### src/rtl/ts_pkg.sv
package ts_pkg;

  typedef enum logic [1:0] {
    LD_RMAT  = 2'd0,
    LD_RXV   = 2'd1,
    LD_RECIP = 2'd2,
    LD_NOP   = 2'd3
  } ld_sel_e;

  typedef enum logic [1:0] {
    ST_IDLE = 2'd0,
    ST_RUN  = 2'd1,
    ST_FIN  = 2'd2
  } ts_state_e;

endpackage

### src/rtl/ts_coef_store.sv
module ts_coef_store
  import ts_pkg::*;
#(
  parameter int L      = 4,
  parameter int DATA_W = 16,
  localparam int LW    = $clog2(L)
) (
  input  logic                     clk_i,
  input  logic                     rst_ni,
  input  logic                     wr_en_i,
  input  logic [1:0]               sel_i,
  input  logic [LW-1:0]            row_i,
  input  logic [LW-1:0]            col_i,
  input  logic signed [DATA_W-1:0] data_i,
  output logic signed [DATA_W-1:0] r_o   [L][L],
  output logic signed [DATA_W-1:0] y_o   [L],
  output logic signed [DATA_W-1:0] inv_o [L]
);

  always_ff @(posedge clk_i or negedge rst_ni) begin
    if (!rst_ni) begin
      for (int i = 0; i < L; i++) begin
        y_o[i]   <= '0;
        inv_o[i] <= '0;
        for (int j = 0; j < L; j++) r_o[i][j] <= '0;
      end
    end else if (wr_en_i) begin
      case (ld_sel_e'(sel_i))
        LD_RMAT:  r_o[row_i][col_i] <= data_i;
        LD_RXV:   y_o[row_i]        <= data_i;
        LD_RECIP: inv_o[row_i]      <= data_i;
        default:  ;
      endcase
    end
  end

endmodule

### src/rtl/ts_level_pe.sv
module ts_level_pe #(
  parameter int L      = 4,
  parameter int Q      = 4,
  parameter int DATA_W = 16,
  parameter int FRAC_W = 12,
  parameter int PART_W = 48,
  localparam int LW    = $clog2(L),
  localparam int QB    = $clog2(Q),
  localparam int SYM_W = QB + 1
) (
  input  logic [LW-1:0]            lvl_i,
  input  logic                     top_i,
  input  logic signed [SYM_W-1:0]  top_sym_i,
  input  logic signed [DATA_W-1:0] r_row_i    [L],
  input  logic signed [DATA_W-1:0] y_i,
  input  logic signed [DATA_W-1:0] inv_i,
  input  logic signed [SYM_W-1:0]  path_sym_i [L],
  output logic signed [SYM_W-1:0]  sym_o,
  output logic [PART_W-1:0]        part_o
);

  localparam int EW    = PART_W / 2;
  localparam int ACC_W = EW - 2;
  localparam int ZW    = ACC_W + DATA_W;
  localparam int SHR   = 2 * FRAC_W + 1;
  localparam logic signed [ZW-1:0] F_HI = ZW'(Q/2 - 1);
  localparam logic signed [ZW-1:0] F_LO = ZW'(-(Q/2));

  logic signed [ACC_W-1:0]  acc;
  logic signed [ZW-1:0]     zf;
  logic signed [ZW-1:0]     fl;
  logic signed [EW-1:0]     err;
  logic signed [PART_W-1:0] sq;

  // interference cancellation over already decided levels
  always_comb begin
    acc = ACC_W'(y_i);
    for (int j = 0; j < L; j++) begin
      if (j > int'(lvl_i)) acc = acc - ACC_W'(r_row_i[j]) * ACC_W'(path_sym_i[j]);
    end
  end

  // zero-forcing estimate, floor onto odd grid, clamp to alphabet
  always_comb begin
    zf = ZW'(acc) * ZW'(inv_i);
    fl = zf >>> SHR;
    if (top_i)          sym_o = top_sym_i;
    else if (fl > F_HI) sym_o = SYM_W'(Q - 1);
    else if (fl < F_LO) sym_o = SYM_W'(-(Q - 1));
    else                sym_o = {fl[QB-1:0], 1'b1};
  end

  always_comb begin
    err    = EW'(acc) - EW'(r_row_i[lvl_i]) * EW'(sym_o);
    sq     = PART_W'(err) * PART_W'(err);
    part_o = sq;
  end

endmodule

### src/rtl/ts_sat_acc.sv
module ts_sat_acc #(
  parameter int IN_W = 48,
  parameter int DW   = 32
) (
  input  logic [DW-1:0]   base_i,
  input  logic [IN_W-1:0] add_i,
  output logic [DW-1:0]   sum_o
);

  localparam int SW = ((IN_W > DW) ? IN_W : DW) + 1;
  localparam logic [SW-1:0] LIMIT = SW'({DW{1'b1}});

  logic [SW-1:0] sum_w;

  always_comb begin
    sum_w = SW'(base_i) + SW'(add_i);
    sum_o = (sum_w > LIMIT) ? {DW{1'b1}} : sum_w[DW-1:0];
  end

endmodule

### src/rtl/ts_cand_gen.sv
module ts_cand_gen
  import ts_pkg::*;
#(
  parameter int NT     = 2,
  parameter int M      = 16,
  parameter int DATA_W = 16,
  parameter int FRAC_W = 12,
  parameter int DIST_W = 32
) (
  input  logic                                 clk_i,
  input  logic                                 rst_ni,
  input  logic                                 ld_valid_i,
  input  logic [1:0]                           ld_sel_i,
  input  logic [$clog2(2*NT)-1:0]              ld_row_i,
  input  logic [$clog2(2*NT)-1:0]              ld_col_i,
  input  logic [DATA_W-1:0]                    ld_data_i,
  input  logic                                 start_i,
  output logic                                 cand_valid_o,
  output logic [$clog2(M)-1:0]                 cand_idx_o,
  output logic [DIST_W-1:0]                    cand_dist_o,
  output logic [2*NT*($clog2(M)/2+1)-1:0]      cand_sym_o,
  output logic                                 done_o
);

  localparam int L      = 2 * NT;
  localparam int LW     = $clog2(L);
  localparam int KW     = $clog2(M);
  localparam int QB     = KW / 2;
  localparam int Q      = 1 << QB;
  localparam int SYM_W  = QB + 1;
  localparam int PART_W = 2 * (DATA_W + SYM_W + LW + 3);

  ts_state_e st_q;
  logic [KW-1:0]            path_q;
  logic [LW-1:0]            lvl_q;
  logic signed [SYM_W-1:0]  sym_q [L];
  logic [DIST_W-1:0]        dist_q;

  logic signed [DATA_W-1:0] r_mat [L][L];
  logic signed [DATA_W-1:0] y_vec [L];
  logic signed [DATA_W-1:0] inv_vec [L];
  logic signed [DATA_W-1:0] r_row [L];

  logic                     idle;
  logic                     top_lvl;
  logic [QB-1:0]            top_idx;
  logic signed [SYM_W-1:0]  top_sym;
  logic signed [SYM_W-1:0]  pe_sym;
  logic [PART_W-1:0]        pe_part;
  logic [DIST_W-1:0]        acc_base;
  logic [DIST_W-1:0]        acc_sum;
  logic [L*SYM_W-1:0]       sym_flat;

  assign idle = (st_q == ST_IDLE);

  ts_coef_store #(
    .L      (L),
    .DATA_W (DATA_W)
  ) i_store (
    .clk_i   (clk_i),
    .rst_ni  (rst_ni),
    .wr_en_i (ld_valid_i & idle),
    .sel_i   (ld_sel_i),
    .row_i   (ld_row_i),
    .col_i   (ld_col_i),
    .data_i  (ld_data_i),
    .r_o     (r_mat),
    .y_o     (y_vec),
    .inv_o   (inv_vec)
  );

  always_comb begin
    for (int j = 0; j < L; j++) r_row[j] = r_mat[lvl_q][j];
  end

  // exhaustive top antenna: high level from upper index bits, low level from lower bits
  assign top_lvl = (lvl_q >= LW'(L - 2));
  assign top_idx = (lvl_q == LW'(L - 1)) ? path_q[KW-1:QB] : path_q[QB-1:0];
  assign top_sym = {top_idx, 1'b1} - SYM_W'(Q);

  ts_level_pe #(
    .L      (L),
    .Q      (Q),
    .DATA_W (DATA_W),
    .FRAC_W (FRAC_W),
    .PART_W (PART_W)
  ) i_pe (
    .lvl_i      (lvl_q),
    .top_i      (top_lvl),
    .top_sym_i  (top_sym),
    .r_row_i    (r_row),
    .y_i        (y_vec[lvl_q]),
    .inv_i      (inv_vec[lvl_q]),
    .path_sym_i (sym_q),
    .sym_o      (pe_sym),
    .part_o     (pe_part)
  );

  assign acc_base = (lvl_q == LW'(L - 1)) ? '0 : dist_q;

  ts_sat_acc #(
    .IN_W (PART_W),
    .DW   (DIST_W)
  ) i_acc (
    .base_i (acc_base),
    .add_i  (pe_part),
    .sum_o  (acc_sum)
  );

  // level 0 symbol is taken straight from the slicer
  for (genvar g = 0; g < L; g++) begin : g_flat
    if (g == 0) begin : g_lvl0
      assign sym_flat[g*SYM_W +: SYM_W] = pe_sym;
    end else begin : g_lvln
      assign sym_flat[g*SYM_W +: SYM_W] = sym_q[g];
    end
  end

  always_ff @(posedge clk_i or negedge rst_ni) begin
    if (!rst_ni) begin
      st_q         <= ST_IDLE;
      path_q       <= '0;
      lvl_q        <= '0;
      dist_q       <= '0;
      cand_valid_o <= 1'b0;
      cand_idx_o   <= '0;
      cand_dist_o  <= '0;
      cand_sym_o   <= '0;
      done_o       <= 1'b0;
      for (int j = 0; j < L; j++) sym_q[j] <= '0;
    end else begin
      cand_valid_o <= 1'b0;
      done_o       <= 1'b0;
      case (st_q)
        ST_IDLE: begin
          if (start_i) begin
            st_q   <= ST_RUN;
            path_q <= '0;
            lvl_q  <= LW'(L - 1);
          end
        end
        ST_RUN: begin
          sym_q[lvl_q] <= pe_sym;
          dist_q       <= acc_sum;
          if (lvl_q == '0) begin
            cand_valid_o <= 1'b1;
            cand_idx_o   <= path_q;
            cand_dist_o  <= acc_sum;
            cand_sym_o   <= sym_flat;
            lvl_q        <= LW'(L - 1);
            if (path_q == KW'(M - 1)) st_q <= ST_FIN;
            else                      path_q <= path_q + 1'b1;
          end else begin
            lvl_q <= lvl_q - 1'b1;
          end
        end
        ST_FIN: begin
          done_o <= 1'b1;
          st_q   <= ST_IDLE;
        end
        default: st_q <= ST_IDLE;
      endcase
    end
  end

endmodule

### config.mk
export PLATFORM = sky130hd
export DESIGN_NAME = ts_cand_gen
export DESIGN_NICKNAME = d
export VERILOG_FILES = /design/src/rtl/ts_pkg.sv /design/src/rtl/ts_coef_store.sv /design/src/rtl/ts_level_pe.sv /design/src/rtl/ts_sat_acc.sv /design/src/rtl/ts_cand_gen.sv
export SDC_FILE = /design/constraint.sdc
export NUM_CORES = 2
export LEC_CHECK = 0
export BUFFER_PORTS_ARGS = -buffer_cell sky130_fd_sc_hd__buf_2
export CORE_MARGIN = 5
export CORE_UTILIZATION = 59
export DETAILED_ROUTE_END_ITERATION = 7
export GPL_TIMING_DRIVEN = 0
export MAX_ROUTING_LAYER = met4
export PLACE_DENSITY = 0.75
export SYNTH_ARGS = -nofsm -noshare
export SYNTH_HDL_FRONTEND = slang
export SYNTH_SLANG_ARGS = --single-unit
### constraint.sdc
create_clock -name clk_i -period 62.4 [get_ports clk_i]
set_clock_uncertainty 0.15 [all_clocks]
set_input_delay 9.36 -clock clk_i [delete_from_list [all_inputs] [get_ports clk_i]]
set_output_delay 9.36 -clock clk_i [all_outputs]
set_load 0.005 [all_outputs]
==> results.cfg <==
[yosys]
synth_top_area_share = 0.316
synth_cell_types = 83
synthTopCellsByArea = fa_1, dfrtp_1, ha_1
yosys_warnings = 0
synth_edf_count = 0
yosysTopAreaCell = fa_1
syn_inst = 6279
synth_seq_cells = 435
seq_area_frac_synth = 0.178
syn_area_sq_um = 61200
ys_async_sr_fraction = 1.00
syn_nets = 7717
avgSynthCellArea_sq_um = 9.75
ys.flop_type = dfrtp_1

[setup_path]
critPathSlowestCell = xor2_1
slowest_delay_ns = 1.09
r2r_start = lvl_q[0]
crit_top_cell = fa_1
arrival_ns = 37.41
worstPathRequired_ns = 62.63
cp_max_fo = 10
start_kind = flip-flop
worstSetupStartpoint = lvl_q[0]
cp-end-kind = flip-flop
crit_type = flip-flop to flip-flop

[clock_network]
cts_resized = 0
clk-insertion-delay-late_ns = 0.59
post-cts-setup-buffers = 0
clk_pin_slew_ns = 0.07
holdBufCountCts = 0
clock-sinks = 435
cts_tree = yes
cts_max_path_buffers = 3
numCtsBuffers = 40
cts_root_buffer = clkbuf_16
htree_levels = 2

[die]
initial_utilization = 0.592
io_pins = 76
core_sq_um = 103000
die_w_um = 332
die_h_um = 332
rows = 118
dieArea_sq_um = 110000

[timing]
finalHoldViolCount = 0
fmax_ghz = 0.0269
finalCritPeriodShare = 0.596
setup_viol = 0
fin_tns_setup_ns = 0
rsz0062_at_grt = false
timing.final.max_slew_violations = 0
min_period_ns = 37.19
slew-limit-headroom = 0.0451
tightest_slew_ns = 1.43

[route]
wl_per_cell_um = 22.7
drt_iter0_markers = 4098
drc = 0
first_pass_iters = 6
vias = 46000
routed_wl_um = 177000
viasPerCell = 5.88
final_antenna_net_count = 0

[global_route]
antenna_found_initial = 6
grt_pass1_wl_um = 279000
grt_pass1_vias = 47900
grt_overflow = 0
grt_max_degree = 124
gr-usage-all-layers = 0.334

[place]
gp_congestion = 1.03
portBuffers = 73
dp_hpwl_um = 147000

[flow_run]
maxCapViolCount = 0

[final_layout]
nNetsFinal = 7842
area_growth_pct = 6.06
fillers = 8475
drive_above_1_share = 0.101

[run_status]
status = finished clean

[min_path]
hp-class = flip-flop to flip-flop
hp-start = cand_sym_o[9]
## worst max-delay path: cells and delay by family, from the launching register on
kind                       cells  cell delay, ns
adders and majority gates     26           11.51
muxes                          2            0.86
DFF                            1            0.47
buffers and inverters         21            6.27
and+or+nand+nor               26            7.34
xor gates and xnor gates       6            2.80
AOI/OAI and AO/OA             32            7.46
## flip-flops by register name, indices dropped and copies added, names as in the netlist, 4 cells and up
name	cells
cand_dist_o	32
cand_idx_o	4
cand_sym_o	12
dist_q	32
i_store.inv_o	64
i_store.r_o	208
i_store.y_o	64
path_q	4
sym_flat	9
## cell families after synthesis
kind of cell | synth area share
XOR/XNOR | 0.0309
flip-flops | 0.178
multiplexers | 0.102
adder cells (fa/ha/maj) | 0.407
buffers and inverters | 0.0931
AND/OR/NAND/NOR | 0.113
AO/OA/AOI/OAI | 0.0753
## metal layers
metal	global-route usage	routed length (um)
met1	0.463	73700
met2	0.493	77700
met3	0.0620	16600
met4	0.134	9290
met5	-	0
## metrics by stage
step	utilization	instances	hold WS [ns]	setup slack, ns	area (sq um)
after floorplan	-	6279	0.309	33.81	61200
after global placement	0.613	7732	0.294	24.98	63300
after detailed placement	0.615	7741	0.309	25.76	63500
after CTS	0.628	7812	0.327	25.61	64900
after global routing	0.628	7817	0.360	23.25	64900
final	0.628	7819	0.328	25.21	64900
## final cells by class
type	instances	area [sq um]	area share
Inverter	1263	4740	0.0730
Sequential cell	435	10900	0.168
Buffer	245	958	0.0148
Clock inverter	16	215	0.00331
Antenna cell	6	15.0	0.000231
Clock buffer	55	1150	0.0177
Tap cell	1380	1730	0.0266
Multi-Input combinational cell	4336	44700	0.688
Timing Repair Buffer	83	547	0.00842
## Yosys cell counts (7+ instances only)
cell type,instances
inv_1,1254
fa_1,967
nand2_1,610
nor2_1,455
ha_1,445
dfrtp_1,435
mux2_2,357
clkbuf_1,203
a21oi_1,157
xnor2_1,145
o21ai_0,132
and2_1,129
a21o_1,89
a31oi_1,88
mux4_2,88
nor2b_1,78
xor2_1,67
nand2b_1,52
nor3_1,47
o21a_1,45
nand3_1,42
and3_1,26
buf_1,26
o21bai_1,25
mux2i_1,22
nand4_1,19
o211ai_1,17
a211oi_1,16
o31ai_1,16
or3_1,16
a21boi_0,14
buf_2,12
o21ai_1,12
nor4_1,10
and4_1,9
o2111ai_1,9
a31o_2,8
a221o_1,7
or2_2,7
## final timing paths
path	to	slack, ns	depth (start not counted)
max in group asynchronous	sym_flat[5]	51.93	4
max	cand_dist_o[30]	25.21	113
min in group asynchronous	cand_dist_o[15]	8.47	1
max reg2reg	cand_dist_o[30]	25.21	113
min reg2reg	cand_sym_o[9]	0.33	2
min	cand_sym_o[9]	0.33	2
## layout by cell type, fill, tap and decap left out, types with 42 or more instances in the layout
| master | count |
|---|---|
| a21o_1 | 89 |
| a21oi_1 | 157 |
| a31oi_1 | 88 |
| and2_1 | 129 |
| buf_2 | 85 |
| clkbuf_1 | 209 |
| dfrtp_1 | 435 |
| fa_1 | 967 |
| ha_1 | 445 |
| inv_1 | 1254 |
| mux2_2 | 357 |
| mux4_2 | 88 |
| nand2_1 | 610 |
| nand2b_1 | 52 |
| nand3_1 | 42 |
| nor2_1 | 455 |
| nor2b_1 | 78 |
| nor3_1 | 47 |
| o21a_1 | 45 |
| o21ai_0 | 131 |
| xnor2_1 | 141 |
| xor2_1 | 66 |
Power is left out: the tool's default activity adds up to more than one toggle a clock period on the data nets, which glitch-free logic cannot reach.
